`config.mk`:
```
export PLATFORM = sky130hd
export DESIGN_NAME = txser_top
export DESIGN_NICKNAME = d
export VERILOG_FILES = /design/src/rtl/txser_pkg.sv /design/src/rtl/txser_phase.sv /design/src/rtl/txser_shift.sv /design/src/rtl/txser_outsel.sv /design/src/rtl/txser_top.sv
export SDC_FILE = /design/constraint.sdc
export NUM_CORES = 1
export LEC_CHECK = 0
export BUFFER_PORTS_ARGS = -buffer_cell sky130_fd_sc_hd__buf_2
export CAP_MARGIN = 20
export CORE_MARGIN = 2
export CORE_UTILIZATION = 35
export CTS_CLUSTER_SIZE = 10
export DETAILED_ROUTE_END_ITERATION = 6
export PLACE_DENSITY = 0.64
export SETUP_SLACK_MARGIN = 0.02
export SLEW_MARGIN = 20
export SYNTH_ARGS = -nofsm -noshare
export SYNTH_HDL_FRONTEND = slang
export SYNTH_SLANG_ARGS = --single-unit
export TNS_END_PERCENT = 10
```
`constraint.sdc`:
```
create_clock -name clk_i -period 2.7 [get_ports clk_i]
set_clock_uncertainty 0.05 [all_clocks]
set_input_delay 0.405 -clock clk_i [delete_from_list [all_inputs] [get_ports clk_i]]
set_output_delay 0.405 -clock clk_i [all_outputs]
set_load 0.01 [all_outputs]
```
`src/rtl/txser_pkg.sv`:
```
package txser_pkg;
  localparam int TXSER_WORD_W = 10;

  function automatic int phase_bits(input int n);
    return (n > 1) ? $clog2(n) : 1;
  endfunction
endpackage

```
`src/rtl/txser_phase.sv`:
```
module txser_phase
  import txser_pkg::*;
#(
  parameter int WORD_W = TXSER_WORD_W
) (
  input  logic clk_i,
  input  logic rst_i,
  output logic load_o,
  output logic cap_o,
  output logic byte_clk_o
);
  localparam int PH_W = phase_bits(WORD_W);
  localparam logic [PH_W-1:0] LAST_PH = PH_W'(WORD_W - 1);
  localparam logic [PH_W-1:0] HALF_PH = PH_W'(WORD_W / 2);

  logic [PH_W-1:0] ph_q;
  logic [PH_W-1:0] ph_nxt;

  always_comb begin
    if (ph_q == LAST_PH) ph_nxt = '0;
    else                 ph_nxt = ph_q + 1'b1;
  end

  always_ff @(posedge clk_i) begin
    if (rst_i) begin
      ph_q       <= '0;
      byte_clk_o <= 1'b1;
    end else begin
      ph_q       <= ph_nxt;
      byte_clk_o <= (ph_nxt < HALF_PH);
    end
  end

  assign load_o = (ph_q == '0);
  assign cap_o  = (ph_q == LAST_PH);
endmodule

```
`src/rtl/txser_shift.sv`:
```
module txser_shift
  import txser_pkg::*;
#(
  parameter int WORD_W = TXSER_WORD_W
) (
  input  logic              clk_i,
  input  logic              rst_i,
  input  logic              cap_i,
  input  logic              load_i,
  input  logic [WORD_W-1:0] word_i,
  output logic              bit_o
);
  logic [WORD_W-1:0] hold_q;
  logic [WORD_W-1:0] sreg_q;

  always_ff @(posedge clk_i) begin
    if (rst_i) begin
      hold_q <= '1;
      sreg_q <= '1;
    end else begin
      if (cap_i) hold_q <= word_i;
      if (load_i) sreg_q <= {1'b1, hold_q[WORD_W-1:1]};
      else        sreg_q <= {1'b1, sreg_q[WORD_W-1:1]};
    end
  end

  assign bit_o = load_i ? hold_q[0] : sreg_q[0];
endmodule

```
`src/rtl/txser_outsel.sv`:
```
module txser_outsel (
  input  logic clk_i,
  input  logic rst_i,
  input  logic bit_i,
  input  logic loop_i,
  output logic ser_a_o,
  output logic ser_b_o,
  output logic wrap_o
);
  always_ff @(posedge clk_i) begin
    if (rst_i) begin
      ser_a_o <= 1'b1;
      ser_b_o <= 1'b1;
      wrap_o  <= 1'b1;
    end else begin
      ser_a_o <= loop_i ? 1'b1 : bit_i;
      ser_b_o <= loop_i ? 1'b1 : bit_i;
      wrap_o  <= loop_i ? bit_i : 1'b1;
    end
  end
endmodule

```
`src/rtl/txser_top.sv`:
```
module txser_top
  import txser_pkg::*;
#(
  parameter int WORD_W = TXSER_WORD_W
) (
  input  logic              clk_i,
  input  logic              rst_i,
  input  logic [WORD_W-1:0] tx_word_i,
  input  logic              loop_en_i,
  output logic              byte_clk_o,
  output logic              ser_a_o,
  output logic              ser_b_o,
  output logic              wrap_o
);
  logic load_w;
  logic cap_w;
  logic bit_w;

  txser_phase #(.WORD_W(WORD_W)) phase_i (
    .clk_i      (clk_i),
    .rst_i      (rst_i),
    .load_o     (load_w),
    .cap_o      (cap_w),
    .byte_clk_o (byte_clk_o)
  );

  txser_shift #(.WORD_W(WORD_W)) shift_i (
    .clk_i  (clk_i),
    .rst_i  (rst_i),
    .cap_i  (cap_w),
    .load_i (load_w),
    .word_i (tx_word_i),
    .bit_o  (bit_w)
  );

  txser_outsel outsel_i (
    .clk_i   (clk_i),
    .rst_i   (rst_i),
    .bit_i   (bit_w),
    .loop_i  (loop_en_i),
    .ser_a_o (ser_a_o),
    .ser_b_o (ser_b_o),
    .wrap_o  (wrap_o)
  );
endmodule

```
Yosys cells after proc, flatten, opt, wreduce, memory -nomap -nowiden
Cells that the tools add are included.
Word-level totals
  register bits after elaboration: 27
  latch bits: 0
  bits in writable memories: 0
  bits in read-only memories: 0
  input port bits: 13
  output and inout port bits: 4
  logic and storage cells: 16
  memories kept: 0
Cells by class
  $add $sub $neg: 1
  $mul: 0
  divide/modulo/power cells: 0
  order comparisons: 1
  eq/ne operators: 1
  shifts and indexed selects: 0
  multiplexer cells: 3
  bitwise logic cells: 1
  reduce and logical (&&, ||, !) cells: 3
Operators with widths (count)
  $mux 9: 1
  $add 4x1->4 const B: 1
  $eq 4x4->1 const B: 1
  $logic_not 4->1: 1
  $lt 4x3->1 const B: 1
  $mux 4: 1
  $reduce_or 2->1: 2
  $mux 1: 1
  $not 1->1: 1

Depth between registers and ports, before layout
Gate-level depths: netlist (run 1).
  word-level depth: 3
  mapped depth: 5
  depth with buffers taken out: 3

Hierarchy
Synthesis (run 1) repeated with hierarchy kept, for this count alone.
Unflattened totals
  cell total of the unflattened synthesis: 94
  area total of the unflattened synthesis: 1036.0 µm²
By module, submodules not included
  txser_shift: times used 1, cells each 62, area each 732.0 µm², sequential area each 380.4 µm²
  txser_phase: times used 1, cells each 27, area each 241.5 µm², sequential area each 100.1 µm²
  txser_outsel: times used 1, cells each 5, area each 62.6 µm², sequential area each 40.0 µm²

Worst setup path after synthesis (run 1)
Ideal clock, no wire load.
  path kind: flip-flop to flip-flop
  start point: reg phase_i.ph_q[1]
  end point: reg outsel_i.wrap_o
  setup time: 123 ps
  arrival time: 1311 ps
  data required time: 2527 ps
  slack: 1216 ps
  cell stages (with the launch flop): 6
  buffers on the path: 2
  period minus slack after synthesis: 1484 ps
  path through: dfxtp_1 -> buf_6 -> nor4_4 -> buf_6 -> mux2i_1 -> nand3b_1
On the way
  word-level cells in the longest chain between the ends: 2
Ends and longest elaborated chain
  from (decl): RTL line txser_phase.sv:16  | logic [PH_W-1:0] ph_q;
  from (signal assigned): RTL line txser_phase.sv:29  | ph_q <= ph_nxt;
  $logic_not 4->1: RTL line txser_phase.sv:34  | assign load_o = (ph_q == '0);
  $mux 1: RTL line txser_shift.sv:27  | assign bit_o = load_i ? hold_q[0] : sreg_q[0];
  to (signal assigned): RTL line txser_outsel.sv:18  | wrap_o <= loop_i ? bit_i : 1'b1;
  to (decl): RTL line txser_outsel.sv:8  | output logic wrap_o
No other way between the ends.
A chain may end at the register's enable or synchronous reset.

Worst setup path in the final report (run 1)
Ends and elaborated chain as after synthesis.

==> results of run 1 <==
## logic make-up after synthesis
kind of cell / count (synthesis) / synth area share
xor+xnor: 1 / 0.008580
compound gates: 24 / 0.1875
flops: 26 / 0.5098
mux: 1 / 0.009804
simple gates: 35 / 0.2169
buf+inv: 10 / 0.06739
## final timing paths
path	end	slack, ns	cells after the start
max	outsel_i.wrap_o$_SDFF_PP1_	0.93	3
min	outsel_i.wrap_o$_SDFF_PP1_	0.22	2
max reg2reg	outsel_i.wrap_o$_SDFF_PP1_	0.93	3
min reg2reg	shift_i.sreg_q[3]$_SDFF_PP1_	0.42	1
## state kept, by name, summed over array words and instances, names as in the netlist
| register | count |
|---|---|
| phase_i.ph_q | 4 |
| outsel_i.wrap_o | 1 |
| outsel_i.ser_b_o | 1 |
| shift_i.hold_q | 10 |
| phase_i.byte_clk_o | 1 |
| shift_i.sreg_q | 9 |
## Yosys cell counts, drive strengths merged (2+ instances only)
cell    instances  share of area
buf             6          0.053
nor2            5          0.018
nand2           4          0.015
a21oi           2         0.0098
clkbuf          3          0.011
a211o          19           0.16
nor2b          19           0.12
o21ai           3          0.015
dfxtp          26           0.51
## per-stage QoR
| stage | area (um2) | power (uW) | cells |
|---|---|---|---|
| finish | 1111 | 667.6 | 139 |
| global route | 1111 | 703.8 | 139 |
| floorplan | 1021 | 471.7 | 97 |
| detailed placement | 1075 | 482.1 | 135 |
| global placement | 1075 | 478.8 | 135 |
| CTS | 1111 | 678.3 | 139 |
## area by class of cell
cell class,count,area [um2],share of cell area
repair buffers,16,80.08,0.07207
flip-flops and latches,26,520.5,0.4685
clock buffers,4,36.28,0.03266
multi-input cells,61,431.7,0.3885
inverters,1,3.754,0.003378
well taps,31,38.79,0.03491
## power groups by stage
stage	Clock, uW	Combinational (uW)	Sequential [uW]
after floorplan	0	58.5	413
after global placement	0	61.5	417
after detailed placement	0	63.6	418
after CTS	204	64.1	410
after global routing	220	71.0	412
final	195	62.9	410
## routing by layer
metal	vias up	wire length, um
li1	355	-
met3	4	64
met2	13	752
met4	0	23
met1	319	755
met5	-	0
## cell usage in the layout, fill, tap and decap left out
| cell | Yosys | layout |
|---|---|---|
| dfxtp_1 | 26 | 26 |
| nor2b_1 | 19 | 19 |
| a211o_1 | 19 | 19 |
| buf_2 | 1 | 16 |
| nor2_1 | 5 | 5 |
| nand2_1 | 4 | 4 |
| o21ai_0 | 3 | 3 |
| clkbuf_4 | 0 | 3 |
| a21oi_1 | 2 | 2 |
| nor4_4 | 1 | 1 |
| and4bb_1 | 1 | 1 |
| mux2i_1 | 1 | 1 |
| nand3b_1 | 1 | 1 |
| and3b_1 | 1 | 1 |
| inv_1 | 1 | 1 |
| and2b_1 | 1 | 1 |
| nand3_1 | 1 | 1 |
| xor2_1 | 1 | 1 |
| or3_1 | 1 | 1 |
| clkbuf_8 | 0 | 1 |
==> flow_summary.toml, run 1 <==
[setup_path]
path_cells = "nor4_4, mux2i_1, nand3b_1"
worstPathMaxFanout = 18
start_kind = "register"
worstPathBufferInverterCount = 0
crit_required_ns = 2.87
worstPathArrival_ns = 1.94
r2r_start = "phase_i.ph_q[1]$_SDFF_PP0_"
crit_family = "simple AND/OR/NAND/NOR gates"
crit_path_max_incr_delay_ns = 0.79
crit_slowest_cell = "nor4_4"
crit_start = "phase_i.ph_q[1]$_SDFF_PP0_"
endpoint_kind = "register"
crit_type = "register to register"

[grt]
grt_pass1_wl_mm = 2.601
use_met2 = 0.1688
grt.overflow.total = 0
use_met3 = 0.02679
top_usage_layer = "met2"
met1_usage = 0.1199
grt_max_degree = 27
antenna_found_initial = 0
globalRouteTotalUtil = 0.1026
grt_pass1_vias = 611

[cts]
worst_skew_pair.late_latency_ns = 0.32
post-cts-setup-buffer-count = 0
hold_buffers = 0
cts_buffers = 3
clkTransAtPathRegs_ns = 0.14
cts_tree = "done"
cts_resized = 0
clock_sinks = 26
clockBufferDepth = 2
ctsRootBufferMaster = "clkbuf_4"
cts_max_level = 1

[yosys]
synth_fp_nets = 110
synth_ff_type = "dfxtp_1"
synthCells = 97
synth_edf_count = 0
async_reset_ff_frac = 0
synth-seq-cells = 26
synth_area_um2 = 1021
synth_cell_types = 21
yosysSeqAreaShare = 0.5098
synth_warnings = 0
avgSynthCellArea_um2 = 10.53

[drt]
totalWireLength_mm = 1.595
drc = 0
vias = 691
dr.pass1.iters = 4
wl_per_cell_um = 11.47
vias_per_cell = 4.971
drt_iter0_markers = 15
antenna_left = 0

[floorplanning]
die_width_um = 58.01
core_um2 = 2758
rows = 19
ioPinCount = 17
die_area_um2 = 3365
initial_utilization = 0.3702
die_height_um = 58.01

[pwr]
p_leak_uw = 0.0004125
vdd_ir_drop_max_mv = 0.2556
p_per_area_nw_per_um2 = 600.9
p_sw_frac = 0.2291
seqPwrFrac = 0.614
p_switching_uw = 153.0
power_frac_clock = 0.292
combPwrFrac = 0.094
p_int_uw = 514.7

[sta]
slew-limit-headroom = 0.4239
period_needed_ns = 1.775
fmaxAchievable_mhz = 563.5
finalSetupViolCount = 0
fin_crit_sh = 0.6573
layout_setup_ws_ns = 0.9253
rsz0062_at_grt = "false"
worstMarginPinSlew_ns = 0.8577
hold_slack_ns = 0.2242
drv_slew = 0
fin_setup_tns_ns = 0
hold_violations = 0

[placement]
port-buffer-count = 16
pre_cts_slack_ns = 0.9206
dp_hpwl_mm = 1.042
gp_routability_congestion = 0.6413

[layout]
nFillCells = 283
flow.area_growth_from_synthesis_pct = 8.824
drive_gt1_frac = 0.1944
n_antenna_cell = 0
final_core_util = 0.4029
nets = 122

[min_path]
hold_class = "input pin to register"
min_from = "loop_en_i"

[run_status]
outcome = "finished clean"

[run]
cap_violations = 0
(Power assumes the default switching activity.)
==> inputs of run 2 (changes only) <==
==> constraint.sdc (replaced) <==
create_clock -name clk_i -period 1.7 [get_ports clk_i]
set_clock_uncertainty 0.05 [all_clocks]
set_input_delay 0.255 -clock clk_i [delete_from_list [all_inputs] [get_ports clk_i]]
set_output_delay 0.255 -clock clk_i [all_outputs]
set_load 0.01 [all_outputs]
==> run 2 against run 1 <==
Wire length rose by 2.4%; sequential power rose by 56%; register-to-register slack got worse by 0.69 ns; core utilization rose by 2.1 points; clock power rose by 57%; critical path type unchanged.
==> flow_summary.toml, run 2 (synthesis results as in run 1) <==
[setup_path]
crit_type = "register to register"
path_cells = "buf_4, nor4_4, buf_12, mux2i_1, nand3b_1"
start_kind = "register"
endpoint_kind = "register"
rrSetupSlack_ns = 0.23
crit_family = "simple AND/OR/NAND/NOR gates"
reg2reg_to = "outsel_i.wrap_o$_SDFF_PP1_"
worstPathBufferInverterCount = 2
crit_required_ns = 1.87
r2r_start = "phase_i.ph_q[0]$_SDFF_PP0_"
worstPathArrival_ns = 1.64
worstPathMaxFanout = 18
crit_slowest_cell = "dfxtp_1"
r2r_cells = 5
crit_path_max_incr_delay_ns = 0.33

[layout]
final_core_util = 0.4238
drive_gt1_frac = 0.2456
flow.area_growth_from_synthesis_pct = 14.46
nFillCells = 275
layout_common_cells = "26 x dfxtp_1, 19 x nor2b_1, 19 x a211o_1, 16 x buf_2"
nets = 128
final_common_cell = "dfxtp_1"
reg_top3 = "shift_i.hold_q: 10 flops, shift_i.sreg_q: 9 flops, phase_i.ph_q: 4 flops"
final_area_um2 = 1169
n_antenna_cell = 0
largest_register = "shift_i.hold_q"
largest_register_ffs = 10

[cts]
clockBufferDepth = 2
hold_buffers = 0
clkTransAtPathRegs_ns = 0.14
cts_buffers = 3
post-cts-setup-buffer-count = 0
ctsRootBufferMaster = "clkbuf_4"
cts_max_level = 1
clock_sinks = 26
cts_resized = 0
cts_tree = "done"
worst_skew_pair.late_latency_ns = 0.32

[drt]
drc = 0
vias_per_cell = 5.007
route.met3.wl_um = 60
drt_iter0_markers = 0
totalWireLength_mm = 1.634
wl_met1_um = 810
dr.pass1.iters = 1
wl_per_cell_um = 11.27
maxUsedRoutingLayer = "met4"
antenna_left = 0
dr_wl_met2_um = 754
vias = 726

[grt]
grt_max_degree = 27
grt_pass1_vias = 682
antenna_found_initial = 0
globalRouteTotalUtil = 0.1072
grt_pass1_wl_mm = 2.835
grt.overflow.total = 0

[floorplanning]
die_width_um = 58.01
core_um2 = 2758
rows = 19
ioPinCount = 17
die_area_um2 = 3365
die_height_um = 58.01
initial_utilization = 0.3702

[run_status]
outcome = "finished clean"

[min_path]
hold_class = "input pin to register"
hold_path_end = "shift_i.hold_q[7]$_SDFFE_PP1N_"
min_path_cells = 2
min_from = "tx_word_i[7]"

[sta]
period_needed_ns = 1.466
fin_setup_tns_ns = 0
slew-limit-headroom = 0.6957
layout_setup_ws_ns = 0.2335
worstMarginPinSlew_ns = 0.4565
fmaxAchievable_mhz = 681.9
rsz0062_at_grt = "false"
hold_violations = 0
finalSetupViolCount = 0
drv_slew = 0
fin_crit_sh = 0.8626

[pwr]
totalPowerFinal_uw = 1081
p_per_area_nw_per_um2 = 924.7
vdd_ir_drop_max_mv = 0.5878
p_leak_uw = 0.0004456

[placement]
port-buffer-count = 16
place_area_um2 = 1132
pre_cts_slack_ns = 0.1246
gp_routability_congestion = 0.7010
dp_hpwl_mm = 1.080

[run]
cap_violations = 0
run 2: changes by cell type in the layout (fill, tap and decap cells not counted), sizes merged:
cell	previous run	this run
buf	16	22
run 2: metrics by stage:
stage               hold WS (ns)  cells
detailed placement        0.3772    141
CTS                      0.06489    145
finish                   0.07660    145
global placement          0.3692    141
floorplan                 0.2889     97
global route             0.06487    145
run 2: worst max-delay path by stage:
stage / from / end / slack, ns / depth (start not counted)
after global placement: phase_i.ph_q[2]$_SDFF_PP0_ / shift_i.hold_q[1]$_SDFFE_PP1N_ / 0.20 / 3
after floorplan: phase_i.ph_q[1]$_SDFF_PP0_ / outsel_i.wrap_o$_SDFF_PP1_ / 0.22 / 5
final: phase_i.ph_q[0]$_SDFF_PP0_ / outsel_i.wrap_o$_SDFF_PP1_ / 0.23 / 5
after detailed placement: phase_i.ph_q[2]$_SDFF_PP0_ / shift_i.hold_q[1]$_SDFFE_PP1N_ / 0.12 / 3
after global routing: phase_i.ph_q[0]$_SDFF_PP0_ / outsel_i.wrap_o$_SDFF_PP1_ / 0.14 / 5
after CTS: phase_i.ph_q[2]$_SDFF_PP0_ / shift_i.hold_q[6]$_SDFFE_PP1N_ / 0.1 / 3
run 2: layer usage:
metal | global-route usage | vias up
li1 | - | 368
met1 | 0.1353 | 345
met2 | 0.1753 | 11
met3 | 0.02232 | 2
met4 | 0.04983 | 0
met5 | 0 | -
run 2: final cells by class:
| cell class | count | area [um2] | share of cell area |
|---|---|---|---|
| clock buffer | 4 | 36.28 | 0.03105 |
| timing repair buffer | 22 | 137.6 | 0.1178 |
| tap | 31 | 38.79 | 0.03319 |
| inverter | 1 | 3.754 | 0.003212 |
| multi-input combinational | 61 | 431.7 | 0.3694 |
| sequential | 26 | 520.5 | 0.4454 |
run 2: report_power, final:
group	leakage [uW]	switching, uW	internal, uW
registers	0.000212	5.80	635
logic	0.000212	64.2	69.2
clock network	0.0000210	176	131
total	0.000446	246	835
==> inputs of run 3 (changes only) <==
--- a/config.mk
+++ b/config.mk
@@ -7,11 +7,13 @@
 export LEC_CHECK = 0
 export BUFFER_PORTS_ARGS = -buffer_cell sky130_fd_sc_hd__buf_2
 export CAP_MARGIN = 20
+export CELL_PAD_IN_SITES_DETAIL_PLACEMENT = 1
+export CELL_PAD_IN_SITES_GLOBAL_PLACEMENT = 1
 export CORE_MARGIN = 2
 export CORE_UTILIZATION = 35
 export CTS_CLUSTER_SIZE = 10
 export DETAILED_ROUTE_END_ITERATION = 6
-export PLACE_DENSITY = 0.64
+export PLACE_DENSITY = 0.76
 export SETUP_SLACK_MARGIN = 0.02
 export SLEW_MARGIN = 20
 export SYNTH_ARGS = -nofsm -noshare
==> run 3 against run 2 <==
Total power grew 11%; sequential share of layout area grew 0.24 points; fmax grew 1.2%; final area shrank 0.54%; critical path depth shrank 1; register-to-register slack gained 0.02 ns; clock power grew 37%; critical endpoint is now shift_i.hold_q[9]$_SDFFE_PP1N_; largest power group unchanged; highest routed layer unchanged.
==> flow_summary.toml, run 3 (synthesis results as in run 1) <==
[run_status]
outcome = "finished clean"

[grt]
antenna_found_initial = 0
use_met2 = 0.2127
use_met3 = 0.02902
top_usage_layer = "met2"
grt_pass1_wl_mm = 3.291
grt_pass1_vias = 744
grt_max_degree = 27
met1_usage = 0.1620
globalRouteTotalUtil = 0.1297
grt.overflow.total = 0

[sta]
fin_setup_tns_ns = 0
period_needed_ns = 1.449
fmaxAchievable_mhz = 690.2
fin_crit_sh = 0.8522
rsz0062_at_grt = "false"
worstMarginPinSlew_ns = 0.4573
layout_setup_ws_ns = 0.2512
finalSetupViolCount = 0
hold_violations = 0
hold_slack_ns = 0.06922
drv_slew = 0
slew-limit-headroom = 0.6951

[setup_path]
endpoint_kind = "register"
crit_type = "register to register"
start_kind = "register"
crit_required_ns = 1.88
worstPathArrival_ns = 1.62
worstPathMaxFanout = 20

[cts]
cts_buffers = 3
post-cts-setup-buffer-count = 0
cts_resized = 0
ctsRootBufferMaster = "clkbuf_4"
cts_max_level = 1
clkTransAtPathRegs_ns = 0.14
clock_sinks = 26
clockBufferDepth = 2
cts_tree = "done"
worst_skew_pair.late_latency_ns = 0.33
hold_buffers = 0

[layout]
drive_gt1_frac = 0.2162
nets = 125
reg_top3 = "shift_i.hold_q: 10 flops, shift_i.sreg_q: 9 flops, phase_i.ph_q: 4 flops"
layout.cells.non_filler = 142
largest_register = "shift_i.hold_q"
flow.area_growth_from_synthesis_pct = 13.85
final_core_util = 0.4215
layout_common_cells = "26 x dfxtp_1, 19 x nor2b_1, 19 x a211o_1, 16 x buf_2, 5 x nor2_1"
largest_register_ffs = 10
final_common_cell = "dfxtp_1"
n_antenna_cell = 0
nFillCells = 310

[run]
cap_violations = 0

[floorplanning]
core_um2 = 2758
die_width_um = 58.01
die_area_um2 = 3365
die_height_um = 58.01
rows = 19
ioPinCount = 17
initial_utilization = 0.3702

[placement]
dp_cells = 138
pre_cts_slack_ns = 0.2524
port-buffer-count = 16
dp_hpwl_mm = 1.197
gp_routability_congestion = 0.7316

[pwr]
seqPwrFrac = 0.544
p_switching_uw = 255.9
combPwrFrac = 0.102
p_sw_frac = 0.2143
power_frac_clock = 0.353
p_per_area_nw_per_um2 = 1027
p_int_uw = 938.2
vdd_ir_drop_max_mv = 0.5876
p_leak_uw = 0.0004397

[drt]
wl_per_cell_um = 12.96
dr.pass1.iters = 4
drt_iter0_markers = 6
antenna_left = 0
vias = 719
vias_per_cell = 5.063
drc = 0
totalWireLength_mm = 1.841

[min_path]
hold_class = "input pin to register"
## run 3: changes by cell type in the layout (fill, tap and decap cells not counted)
cell / change
and4bb_2: -1
buf_4: -3
and4bb_1: +1
clkbuf_8: -1
bufinv_16: +1
## run 3: final timing paths
kind | from | end | slack [ns] | depth (start not counted)
worst min-delay path | tx_word_i[1] | shift_i.hold_q[1]$_SDFFE_PP1N_ | 0.07 | 2
worst min register to register | shift_i.hold_q[7]$_SDFFE_PP1N_ | shift_i.sreg_q[6]$_SDFF_PP1_ | 0.43 | 1
worst max register to register | phase_i.ph_q[3]$_SDFF_PP0_ | shift_i.hold_q[9]$_SDFFE_PP1N_ | 0.25 | 4
worst max-delay path | phase_i.ph_q[3]$_SDFF_PP0_ | shift_i.hold_q[9]$_SDFFE_PP1N_ | 0.25 | 4
## run 3: layout make-up
class                   count  area [um2]  share of cell area
multi-input cells          61       431.7              0.3714
clock inverters             1       30.03             0.02583
flip-flops and latches     26       520.5              0.4478
clock buffers               3       22.52             0.01938
inverters                   1       3.754            0.003229
repair buffers             19       115.1             0.09903
well taps                  31       38.79             0.03337
## run 3: worst max-delay path, stage by stage (launching register included)
cell and delay (ns):
dfxtp_1 0.50, and4bb_1 0.23, buf_4 0.23, nor2b_1 0.08, a211o_1 0.26
## run 3: layer usage
metal	up-vias	routed length (um)
met5	-	0
met2	14	882
met1	341	858
met3	3	70
met4	0	30
li1	361	-
## run 3: per-stage QoR
| stage | power [uW] | area (um2) |
|---|---|---|
| 5_1_grt | 1256 | 1162 |
| 6_report | 1194 | 1162 |
| 2_1_floorplan | 749.2 | 1021 |
| 3_5_place_dp | 786.0 | 1110 |
| 4_1_cts | 1212 | 1162 |
| 3_3_place_gp | 780.8 | 1110 |
## run 3: power by group through the flow
stage	combinational (uW)	clock [uW]	sequential [uW]
2_1_floorplan	93.0	0	656
3_3_place_gp	119	0	662
3_5_place_dp	122	0	664
4_1_cts	124	438	651
5_1_grt	138	464	654
6_report	122	422	650
